==> src/rtl/vga_scan_pkg.sv <==
package vga_scan_pkg;

    // Bank-swap controller states
    typedef enum logic {
        SWP_IDLE  = 1'b0,
        SWP_ARMED = 1'b1
    } swap_state_e;

endpackage

==> src/rtl/vga_timing.sv <==
module vga_timing #(
    parameter int H_VIS  = 640,
    parameter int H_FP   = 16,
    parameter int H_SYNC = 96,
    parameter int H_BP   = 48,
    parameter int V_VIS  = 480,
    parameter int V_FP   = 10,
    parameter int V_SYNC = 2,
    parameter int V_BP   = 33,
    localparam int H_TOT = H_VIS + H_FP + H_SYNC + H_BP,
    localparam int V_TOT = V_VIS + V_FP + V_SYNC + V_BP,
    localparam int HW    = $clog2(H_TOT),
    localparam int VW    = $clog2(V_TOT)
) (
    input  logic          clk,
    input  logic          rst_n,
    output logic [HW-1:0] h_cnt,
    output logic [VW-1:0] v_cnt,
    output logic          h_act,
    output logic          v_act,
    output logic          h_last_vis,
    output logic          vbl_start,
    output logic          frame_end,
    output logic          hs_n,
    output logic          vs_n
);

    localparam logic [HW-1:0] H_LAST = HW'(H_TOT - 1);
    localparam logic [VW-1:0] V_LAST = VW'(V_TOT - 1);
    localparam logic [HW-1:0] HS_ON  = HW'(H_VIS + H_FP);
    localparam logic [HW-1:0] HS_OFF = HW'(H_VIS + H_FP + H_SYNC);
    localparam logic [VW-1:0] VS_ON  = VW'(V_VIS + V_FP);
    localparam logic [VW-1:0] VS_OFF = VW'(V_VIS + V_FP + V_SYNC);

    logic line_end;

    always_ff @(posedge clk) begin
        if (!rst_n) begin
            h_cnt <= '0;
            v_cnt <= '0;
        end else if (line_end) begin
            h_cnt <= '0;
            v_cnt <= (v_cnt == V_LAST) ? '0 : v_cnt + 1'b1;
        end else begin
            h_cnt <= h_cnt + 1'b1;
        end
    end

    always_comb begin
        line_end   = (h_cnt == H_LAST);
        h_act      = (h_cnt < HW'(H_VIS));
        v_act      = (v_cnt < VW'(V_VIS));
        h_last_vis = (h_cnt == HW'(H_VIS - 1));
        vbl_start  = line_end && (v_cnt == VW'(V_VIS - 1));
        frame_end  = line_end && (v_cnt == V_LAST);
        hs_n       = !((h_cnt >= HS_ON) && (h_cnt < HS_OFF));
        vs_n       = !((v_cnt >= VS_ON) && (v_cnt < VS_OFF));
    end

endmodule

==> src/rtl/vga_addr_gen.sv <==
module vga_addr_gen #(
    parameter int SRC_W = 320,
    parameter int IW    = 17
) (
    input  logic          clk,
    input  logic          rst_n,
    input  logic          h_act,
    input  logic          v_act,
    input  logic          h_last_vis,
    input  logic          frame_end,
    input  logic          h_lsb,
    input  logic          v_lsb,
    output logic [IW-1:0] idx,
    output logic          ren
);

    localparam logic [IW-1:0] STEP = IW'(SRC_W);

    logic [IW-1:0] line_base;

    assign ren = h_act && v_act;

    always_ff @(posedge clk) begin
        if (!rst_n) begin
            line_base <= '0;
            idx       <= '0;
        end else if (frame_end) begin
            line_base <= '0;
            idx       <= '0;
        end else if (ren && h_last_vis) begin
            if (v_lsb) begin
                line_base <= line_base + STEP;
                idx       <= line_base + STEP;
            end else begin
                idx       <= line_base;
            end
        end else if (ren && h_lsb) begin
            idx <= idx + 1'b1;
        end
    end

endmodule

==> src/rtl/vga_bank_ctl.sv <==
module vga_bank_ctl
    import vga_scan_pkg::*;
(
    input  logic clk,
    input  logic rst_n,
    input  logic swap_req,
    input  logic vbl_start,
    output logic show_bank,
    output logic swap_ack
);

    swap_state_e state, state_nx;
    logic        flip;

    assign flip = vbl_start && ((state == SWP_ARMED) || swap_req);

    always_ff @(posedge clk) begin
        if (!rst_n) state <= SWP_IDLE;
        else        state <= state_nx;
    end

    always_comb begin
        state_nx = state;
        unique case (state)
            SWP_IDLE:  if (swap_req && !vbl_start) state_nx = SWP_ARMED;
            SWP_ARMED: if (vbl_start)              state_nx = SWP_IDLE;
        endcase
    end

    always_ff @(posedge clk) begin
        if (!rst_n) begin
            show_bank <= 1'b0;
            swap_ack  <= 1'b0;
        end else begin
            swap_ack <= flip;
            if (flip) show_bank <= ~show_bank;
        end
    end

endmodule

==> src/rtl/vga_scanout.sv <==
module vga_scanout
    import vga_scan_pkg::*;
#(
    parameter int H_VIS      = 640,
    parameter int H_FP       = 16,
    parameter int H_SYNC     = 96,
    parameter int H_BP       = 48,
    parameter int V_VIS      = 480,
    parameter int V_FP       = 10,
    parameter int V_SYNC     = 2,
    parameter int V_BP       = 33,
    parameter int COLOR_BITS = 3,
    localparam int PIX_W = 3 * COLOR_BITS,
    localparam int SRC_W = H_VIS / 2,
    localparam int SRC_H = V_VIS / 2,
    localparam int IW    = $clog2(SRC_W * SRC_H)
) (
    input  logic                  clk,
    input  logic                  rst_n,
    input  logic                  swap_req,
    output logic                  swap_ack,
    output logic                  show_bank,
    output logic [IW:0]           fb_addr,
    output logic                  fb_ren,
    input  logic [PIX_W-1:0]      fb_data,
    output logic                  hsync_n,
    output logic                  vsync_n,
    output logic                  de,
    output logic [COLOR_BITS-1:0] red,
    output logic [COLOR_BITS-1:0] green,
    output logic [COLOR_BITS-1:0] blue
);

    localparam int H_TOT = H_VIS + H_FP + H_SYNC + H_BP;
    localparam int V_TOT = V_VIS + V_FP + V_SYNC + V_BP;
    localparam int HW    = $clog2(H_TOT);
    localparam int VW    = $clog2(V_TOT);

    logic [HW-1:0]    h_cnt;
    logic [VW-1:0]    v_cnt;
    logic             h_act, v_act, h_last_vis, vbl_start, frame_end;
    logic             hs_n, vs_n;
    logic [IW-1:0]    idx;
    logic [PIX_W-1:0] pix_out;

    vga_timing #(
        .H_VIS(H_VIS), .H_FP(H_FP), .H_SYNC(H_SYNC), .H_BP(H_BP),
        .V_VIS(V_VIS), .V_FP(V_FP), .V_SYNC(V_SYNC), .V_BP(V_BP)
    ) u_timing (
        .clk        (clk),
        .rst_n      (rst_n),
        .h_cnt      (h_cnt),
        .v_cnt      (v_cnt),
        .h_act      (h_act),
        .v_act      (v_act),
        .h_last_vis (h_last_vis),
        .vbl_start  (vbl_start),
        .frame_end  (frame_end),
        .hs_n       (hs_n),
        .vs_n       (vs_n)
    );

    vga_addr_gen #(
        .SRC_W(SRC_W), .IW(IW)
    ) u_addr (
        .clk        (clk),
        .rst_n      (rst_n),
        .h_act      (h_act),
        .v_act      (v_act),
        .h_last_vis (h_last_vis),
        .frame_end  (frame_end),
        .h_lsb      (h_cnt[0]),
        .v_lsb      (v_cnt[0]),
        .idx        (idx),
        .ren        (fb_ren)
    );

    vga_bank_ctl u_bank (
        .clk       (clk),
        .rst_n     (rst_n),
        .swap_req  (swap_req),
        .vbl_start (vbl_start),
        .show_bank (show_bank),
        .swap_ack  (swap_ack)
    );

    assign fb_addr = {show_bank, idx};

    // Sync and enable delayed one clock to line up with the read data
    always_ff @(posedge clk) begin
        if (!rst_n) begin
            hsync_n <= 1'b1;
            vsync_n <= 1'b1;
            de      <= 1'b0;
        end else begin
            hsync_n <= hs_n;
            vsync_n <= vs_n;
            de      <= fb_ren;
        end
    end

    for (genvar ch = 0; ch < 3; ch++) begin : g_blank
        assign pix_out[ch*COLOR_BITS +: COLOR_BITS] =
            de ? fb_data[ch*COLOR_BITS +: COLOR_BITS] : '0;
    end

    assign red   = pix_out[2*COLOR_BITS +: COLOR_BITS];
    assign green = pix_out[COLOR_BITS +: COLOR_BITS];
    assign blue  = pix_out[0 +: COLOR_BITS];

endmodule

==> config.mk <==
export PLATFORM = sky130hd
export DESIGN_NAME = vga_scanout
export DESIGN_NICKNAME = d
export VERILOG_FILES = /design/src/rtl/vga_scan_pkg.sv /design/src/rtl/vga_timing.sv /design/src/rtl/vga_addr_gen.sv /design/src/rtl/vga_bank_ctl.sv /design/src/rtl/vga_scanout.sv
export SDC_FILE = /design/constraint.sdc
export NUM_CORES = 1
export LEC_CHECK = 0
export ABC_AREA = 1
export BUFFER_PORTS_ARGS = -buffer_cell sky130_fd_sc_hd__buf_4
export CORE_UTILIZATION = 40
export DETAILED_ROUTE_END_ITERATION = 16
export GPL_TIMING_DRIVEN = 1
export HOLD_SLACK_MARGIN = 0.02
export SYNTH_ARGS = -nofsm -noshare
export SYNTH_HDL_FRONTEND = slang
export SYNTH_SLANG_ARGS = --single-unit
==> constraint.sdc <==
create_clock -name clk -period 2.6 [get_ports clk]
set_input_delay 0.39 -clock clk [delete_from_list [all_inputs] [get_ports clk]]
set_output_delay 0.39 -clock clk [all_outputs]
set_load 0.1 [all_outputs]
# After elaboration in Yosys (flattened, before gate mapping)
# Index checks and enable logic that the tools add are counted.
[classes]
n_addsub = 4
magnitude_cmp = 6
eq_ne = 4
n_mux = 10
bitwise = 3
n_reduce_logical = 16
[op_table]
columns = ["op", "n"]
rows = [
  ["2-to-1 mux 17 bit", 3],
  ["== test 10 bit (second input constant)", 3],
  ["adder 10 x 1 -> 10 bit (second input constant)", 2],
  ["less-than comparator 10 bit (second input constant)", 2],
  ["less-than comparator 10 x 9 -> 1 bit (second input constant)", 2],
  ["adder 17 x 1 -> 17 bit (second input constant)", 1],
  ["adder 17 x 9 -> 17 bit (second input constant)", 1],
  ["== test 10 x 9 -> 1 bit (second input constant)", 1],
  ["greater-or-equal comparator 10 bit (second input constant)", 1],
  ["greater-or-equal comparator 10 x 9 -> 1 bit (second input constant)", 1],
  ["2-to-1 mux 10 bit", 1],
  ["logical AND 1 bit", 9],
  ["2-to-1 mux 3 bit", 3],
  ["OR reduction 2 bit", 2],
  ["zero test 1 bit", 3],
  ["NOT 1 bit", 3],
  ["2-to-1 mux 1 bit", 2],
  ["case mux 1 bit (2 select lines)", 1],
  ["nonzero test 2 bit", 1],
  ["logical OR 1 bit", 1],
]
[word_totals]
regBits = 60
inputBits = 12
out_inout_bits = 33
wordCells = 53

# Depth between registers and ports, before layout
# Gate-level depths: netlist of the first run.
[logic_depth]
ltp_word = 6
depth_mapped = 12
depth_no_buf = 11

# Cells and area by module
# From an unflattened synthesis of the first run, not the netlist that was laid out.
[unflattened]
hier_cells = 477
hier_area_um2 = 3185.6
[by_module_without_submodules]
columns = ["module", "n_inst", "cells_per_inst", "area_per_inst_um2", "seq_area_each_um2"]
rows = [
  ["vga_addr_gen", 1, 255, 1700.4, 560.5],
  ["vga_timing", 1, 180, 1212.4, 400.4],
  ["vga_scanout", 1, 29, 168.9, 60.1],
  ["vga_bank_ctl", 1, 13, 103.8, 60.1],
]

# Least setup slack after synthesis of the first run
# Ideal clock, no wire load.
[synth_timing]
path_type = "flip-flop to flip-flop"
from = "reg u_timing.h_cnt[7]"
to = "reg u_addr.idx[7]"
setup_time_ns = 0.120
arrival_ns = 2.678
required_time_ns = 2.480
slack_ns = -0.198
stages_incl_launch_ff = 11
path_buffers = 0
synth_period_minus_slack_ns = 2.798
cell_sequence = "dfxtp_1 -> inv_2 -> nand2_2 -> nand2_2 -> nand2_1 -> nor2_1 -> nand2_1 -> nand2_1 -> nand2_1 -> nor2_1 -> nor2_1"
[synth_between]
elab_chain_len = 4
word_cells_on_any_way = 10
cone_classes = "order compare (1); eq/ne (2); mux (1); reduce/logical (6)"
[synth_lines]
columns = ["item", "line", "rtl"]
rows = [
  ["start, declared", "vga_timing.sv:17", "output logic [HW-1:0] h_cnt,"],
  ["start signal, assigned", "vga_timing.sv:45", "h_cnt <= h_cnt + 1'b1;"],
  ["less-than comparator 10 bit *", "vga_timing.sv:51", "h_act = (h_cnt < HW'(H_VIS));"],
  ["logical AND 1 bit *", "vga_addr_gen.sv:21", "assign ren = h_act && v_act;"],
  ["net fb_ren", "vga_scanout.sv:24", "output logic fb_ren,"],
  ["logical AND 1 bit, on equally long branches", "vga_addr_gen.sv:30, vga_addr_gen.sv:37", ""],
  ["2-to-1 mux 17 bit or nonzero test 2 bit (tied branches)", "n/a", ""],
  ["end signal, assigned", "vga_addr_gen.sv:33", "idx <= line_base + STEP;"],
  ["end signal, assigned", "vga_addr_gen.sv:35", "idx <= line_base;"],
  ["end signal, assigned", "vga_addr_gen.sv:38", "idx <= idx + 1'b1;"],
  ["end, declared", "vga_addr_gen.sv:13", "output logic [IW-1:0] idx,"],
]
# Mark *: on every way through the listed nets, which the timed path passes. The rest lies on a longest branch.
# A chain may end at the register's enable or synchronous reset.

# Worst setup path in the final report of the first run
[layout_timing]
from = "reg u_timing.v_cnt[0]"
to = "reg u_timing.v_cnt[3]"
[layout_between]
elab_chain_len = 2
word_cells_on_any_way = 3
cone_classes = "add/sub (1); eq/ne (1); mux (1)"
[layout_lines]
columns = ["item", "line", "rtl"]
rows = [
  ["start, declared", "vga_timing.sv:18", "output logic [VW-1:0] v_cnt,"],
  ["start signal, assigned", "vga_timing.sv:43", "v_cnt <= (v_cnt == V_LAST) ? '0 : v_cnt + 1'b1;"],
  ["adder 10 x 1 -> 10 bit or == test 10 bit (tied branches)", "vga_timing.sv:43", ""],
  ["2-to-1 mux 10 bit *", "vga_timing.sv:43", ""],
]
# Mark *: on every way between the ends. The rest lies on a longest branch, timed or not.

==> flow_metrics.tcl, run 1 <==
set metrics [dict create \
    num_rows 32 \
    final_cell_mix "nand2_1 (138), nor2_1 (78), inv_1 (63)" \
    hold_ws_ns 0.345 \
    viasPerCell 5.03 \
    cellLeakagePower_nw 1.77 \
    antenna_found_initial 0 \
    synth_warnings 0 \
    critPathBufInv 2 \
    track_usage 0.202 \
    seqPwrFrac 0.486 \
    period_minus_slack_ns 2.17 \
    holdCritPathClass "in -> reg" \
    synth-edff-count 0 \
    synth_top_family_by_area "simple AND/OR/NAND/NOR gates" \
    critPathMaxFanout 18 \
    cts_made_buffers 5 \
    drv_cap 0 \
    wl_per_cell_um 12.6 \
    worstPathArrival_ns 2.40 \
    grt_pass1_wl_mm 14.0 \
    path_common_cell "nand2_1" \
    setup-tns-final_ns 0 \
    clock_latency_ns 0.31 \
    nNetsFinal 579 \
    cp_top_family "simple AND/OR/NAND/NOR gates" \
    antenna_cells 0 \
    cts_resized 0 \
    synthSimpleGateAreaFrac 0.427 \
    synth_area_um2 3340 \
    dieArea_um2 8730 \
    finalHoldViolCount 0 \
    vias 3338 \
    grt_overflow_total 0 \
    p_clk_frac 0.263 \
    fmax_ghz 0.460 \
    rsz0062_at_grt "false" \
    synth_seq_cells 54 \
    critical_path_class "reg -> reg" \
    slew_headroom 0.653 \
    area_delta_synth_final_pct 13.4 \
    outcome "finished, final reports clean" \
    synth_area_per_cell_um2 6.42 \
    drt-pass1-iter-count 4 \
    comb_power_share 0.251 \
    fin_crit_sh 0.836 \
    drive_gt1_frac 0.149 \
    clk_path_buf_depth 2 \
    initial_core_util 0.424 \
    portBuffers 44 \
    syn_inst 521 \
    ant_nets 0 \
    synthFlopType "dfxtp_1" \
    clkSlewWorstSetupHoldPaths_ns 0.09 \
    cts_tree "done" \
    p_sw_mw 0.686 \
    path_cells "inv_1 -> ha_1 -> nand2_1 -> nor2_1 -> nand3_1 -> nand2_1 -> nand2_2 -> clkinv_2 -> nor3b_1" \
    clockRootBuffer "clkbuf_8" \
    powerDensity_nw_per_um2 493 \
    startpoint "u_timing.v_cnt[0]$_SDFFE_PN0N_" \
    p_sw_frac 0.367 \
    die_w_um 93.4 \
    cp.required_ns 2.82 \
    synth-compound-area-share 0.0801 \
    cts.sinks 54 \
    finalSetupViolCount 0 \
    synth-xor-area-share 0.0340 \
    ir_worst_vdd_mv 0.209 \
    final_common_cell "nand2_1" \
    drt_iter0_markers 219 \
    end_kind "flip-flop" \
    ys_async_sr_fraction 0 \
    htreeDepth 2 \
    die_y_um 93.4 \
    core-area_um2 7890 \
    hpwl_mm 6.41 \
    hp-start "swap_req" \
    cp_slowest_stage_delay_ns 0.52 \
    p_int_mw 1.18 \
    r2r_start "u_timing.v_cnt[0]$_SDFFE_PN0N_" \
    synthMuxAreaShare 0 \
    ioPinCount 45 \
    grt_max_degree 21 \
    cts_hold_buf 0 \
    slew_violations 0 \
    synth_cell_type_count 38 \
    yosysSeqAreaShare 0.323 \
    grt_pass1_vias 2905 \
    slowest_stage "dfxtp_1" \
    drc 0 \
    synth.net_count 539 \
    totalWireLength_mm 8.39 \
    finClkSkew_ns 0.00577 \
    synthAdderAreaFrac 0.0224 \
    post_cts_buffers 0 \
    worstMarginPinSlew_ns 0.518 \
    startpoint_type "flip-flop" \
    gp_congestion 0.839 \
]
state kept, by name, indices dropped and copies added, names as in the netlist:
| register | cells |
|---|---|
| de | 1 |
| u_addr.idx | 17 |
| u_bank.show_bank | 1 |
| u_bank.state | 1 |
| u_addr.line_base | 11 |
| vsync_n | 1 |
| u_timing.h_cnt | 10 |
| u_timing.v_cnt | 10 |
| u_bank.swap_ack | 1 |
| hsync_n | 1 |
final timing paths:
path | endpoint | slack [ns] | cells past startpoint
worst max register to register | u_timing.v_cnt[3]$_SDFFE_PN0N_ | 0.43 | 9
worst min register to register | u_addr.line_base[15]$_SDFFE_PP0P_ | 0.49 | 2
worst min-delay path | u_bank.state$_SDFF_PN0_ | 0.34 | 3
worst max-delay path | u_timing.v_cnt[3]$_SDFFE_PN0N_ | 0.43 | 9
power by group through the flow:
stage | Sequential, mW | Combinational, mW | Clock (mW)
2_1_floorplan | 1.12 | 0.178 | 0
3_3_place_gp | 0.928 | 0.472 | 0
3_5_place_dp | 0.928 | 0.471 | 0
4_1_cts | 0.909 | 0.472 | 0.518
5_1_grt | 0.915 | 0.497 | 0.551
6_report | 0.909 | 0.470 | 0.492
final cells by class:
class                           instances  area (um^2)
Clock buffer                            7         86.3
Clock inverter                          1         5.00
Fill cell                             827         4090
Inverter                               69          260
Multi-Input combinational cell        385         1890
Sequential cell                        54         1080
Tap cell                              102          128
Timing Repair Buffer                   46          345
worst register-to-register path: cells and delay by family (launching register included):
kind,cells,cell delay (ns)
and+or+nand+nor,6,0.82
adders and majority gates,1,0.23
buffers and inverters,2,0.53
DFF,1,0.52
routing by layer:
metal | GRT usage | up-vias | share of wire
met5 | 0 | - | 0
met4 | 0.0385 | 0 | 0.0072
met3 | 0.0341 | 6 | 0.044
met2 | 0.327 | 67 | 0.46
met1 | 0.281 | 1533 | 0.49
li1 | - | 1732 | -
synthesized netlist by cell type (2+ instances only):
cell,n,area [um^2]
a21oi_2,4,35.0
nand3_2,3,30.0
inv_2,4,15.0
buf_6,5,56.3
nand4_1,15,93.8
xor2_1,11,96.3
nor2_1,79,297
nor4_1,2,12.5
dfxtp_1,54,1080
a21oi_1,25,125
nor2_4,3,33.8
inv_1,63,236
buf_4,3,22.5
nor3_1,7,35.0
ha_1,6,75.1
nand2_1,138,518
or2_2,2,12.5
xnor2_1,2,17.5
buf_2,3,15.0
nand3b_1,3,22.5
nand2_2,5,31.3
nor2_2,4,25.0
o21ai_1,4,20.0
nand3_1,53,265
o21ai_0,10,50.1
logic make-up (layout without fill, tap and decap cells):
family | after synthesis | after routing
compound gates | 48 | 48
simple gates | 318 | 318
xor+xnor | 13 | 13
fa+ha+maj | 6 | 6
buf+inv | 82 | 123
flops | 54 | 54
stage by stage:
step           instance area (um^2)  power, mW   util  cells  setup WS [ns]
4_1_cts                        3790       1.90  0.481    664          0.409
5_1_grt                        3790       1.96  0.481    664          0.177
3_5_place_dp                   3700       1.40  0.469    656          0.445
2_1_floorplan                  3350       1.30      -    521          0.304
6_report                       3790       1.87  0.481    664          0.426
3_3_place_gp                   3700       1.40  0.469    656          0.582
(Power assumes the default switching activity.)
==> inputs of run 2 (changes only) <==
clock period = 2.05 ns   (was 2.6 ns; I/O delays follow)
==> flow_metrics.tcl, run 2 (same netlist as run 1, synthesis figures left out) <==
set metrics [dict create \
    grt_overflow_total 0 \
    track_usage 0.199 \
    ir_worst_vdd_mv 0.274 \
    setup-tns-final_ns 0 \
    ant_nets 0 \
    finClkSkew_ns 0.00546 \
    cts.sinks 54 \
    largest_registers "u_addr.idx (17), u_addr.line_base (11)" \
    clk_path_buf_depth 2 \
    totalWireLength_mm 8.05 \
    portBuffers 44 \
    cts_resized 0 \
    nNetsFinal 583 \
    totalPowerFinal_mw 2.34 \
    wl_per_cell_um 12.1 \
    powerDensity_nw_per_um2 613 \
    period_minus_slack_ns 1.79 \
    fill_cells 793 \
    final_area_um2 3820 \
    hpwl_mm 6.23 \
    drv_cap 0 \
    critPathMaxFanout 8 \
    critical_path_class "reg -> out" \
    num_rows 32 \
    slew_headroom 0.638 \
    drt-pass1-iter-count 4 \
    multiInputGateArea_um2 1890 \
    regArea_um2 1080 \
    cp_slowest_stage_delay_ns 0.35 \
    setup_ws_ns 0.256 \
    slew_violations 0 \
    startpoint_type "flip-flop" \
    path_cells "inv_2 -> nand2_2 -> nand2_2 -> nand2_1 -> nor2_4 -> buf_4" \
    holdCritPathClass "in -> reg" \
    drt_iter0_markers 149 \
    clock_latency_ns 0.31 \
    die_w_um 93.4 \
    cp.required_ns 1.74 \
    dp_slack_ns 0.325 \
    antenna_found_initial 0 \
    min_path_cells 3 \
    cts_hold_buf 0 \
    cts_tree "done" \
    worstMarginPinSlew_ns 0.542 \
    regMostFlops "u_addr.idx" \
    ioPinCount 45 \
    clkSlewWorstSetupHoldPaths_ns 0.09 \
    antenna_cells 0 \
    final_cell_mix "nand2_1 (138), nor2_1 (78), inv_1 (63)" \
    htreeDepth 2 \
    fin_crit_sh 0.875 \
    grt_pass1_wl_mm 13.8 \
    vias 3236 \
    grt_pass1_vias 2878 \
    cellLeakagePower_nw 1.78 \
    dieArea_um2 8730 \
    clockRootBuffer "clkbuf_8" \
    die_y_um 93.4 \
    core-area_um2 7890 \
    grt_max_degree 19 \
    largest_register_ffs 17 \
    outcome "finished, final reports clean" \
    finalSetupViolCount 0 \
    slowest_stage "dfxtp_1" \
    worstPathArrival_ns 1.49 \
    finalHoldViolCount 0 \
    area_delta_synth_final_pct 14.1 \
    initial_core_util 0.424 \
    fmax_ghz 0.557 \
    gp_congestion 0.874 \
    end_kind "output pin" \
    viasPerCell 4.85 \
    layout.cells.non_filler 667 \
    dp_cells 660 \
    path_common_cell "nand2_2" \
    rsz0062_at_grt "false" \
    post_cts_buffers 0 \
    drive_gt1_frac 0.158 \
    cts_made_buffers 5 \
    drc 0 \
    dpl_cell_area_um2 3740 \
    worst-r2r-cell-count 9 \
    final_common_cell "nand2_1" \
]
## run 2: changes by cell type in the layout (fill, tap and decap cells not counted), sizes merged
cell | previous run | this run
clkinv | 3 | 2
buf | 46 | 50
## run 2: metal layers
layer,global-route usage,vias up,part of all wire
met5,0,-,0
met4,0.0462,0,0.0022
met3,0.0309,2,0.036
met2,0.322,55,0.45
met1,0.276,1440,0.52
li1,-,1739,-
## run 2: where the power goes
group / total [mW] / switching (mW) / internal, mW
Combinational: 0.603 / 0.462 / 0.141
Sequential: 1.15 / 0.0593 / 1.09
Clock: 0.585 / 0.348 / 0.237
## run 2: critical path: cells and delay by family (launching register included)
family,cells,cell delay [ns]
buf+inv,2,0.44
flops,1,0.35
simple gates,4,0.39
## run 2: worst paths after layout
| path | from | to | slack, ns |
|---|---|---|---|
| min reg2reg | u_timing.v_cnt[3]$_SDFFE_PN0N_ | vsync_n$_SDFF_PN1_ | 0.48 |
| max reg2reg | u_timing.h_cnt[1]$_SDFF_PP0_ | u_addr.idx[6]$_SDFFE_PP0P_ | 0.34 |
| min | swap_req | u_bank.state$_SDFF_PN0_ | 0.26 |
| max | u_timing.h_cnt[7]$_SDFF_PP0_ | fb_ren | 0.26 |
## run 2: per-stage QoR
stage,util,hold slack [ns]
floorplan,-,0.422
global placement,0.474,0.468
detailed placement,0.474,0.456
CTS,0.484,0.254
global route,0.484,0.267
finish,0.484,0.259
## run 2: final cells by class
type                       instances  area share
multi-input combinational        385       0.496
sequential                        54       0.284
timing repair buffer              50      0.0983
inverter                          69      0.0682
tap                              102      0.0334
clock buffer                       7      0.0200
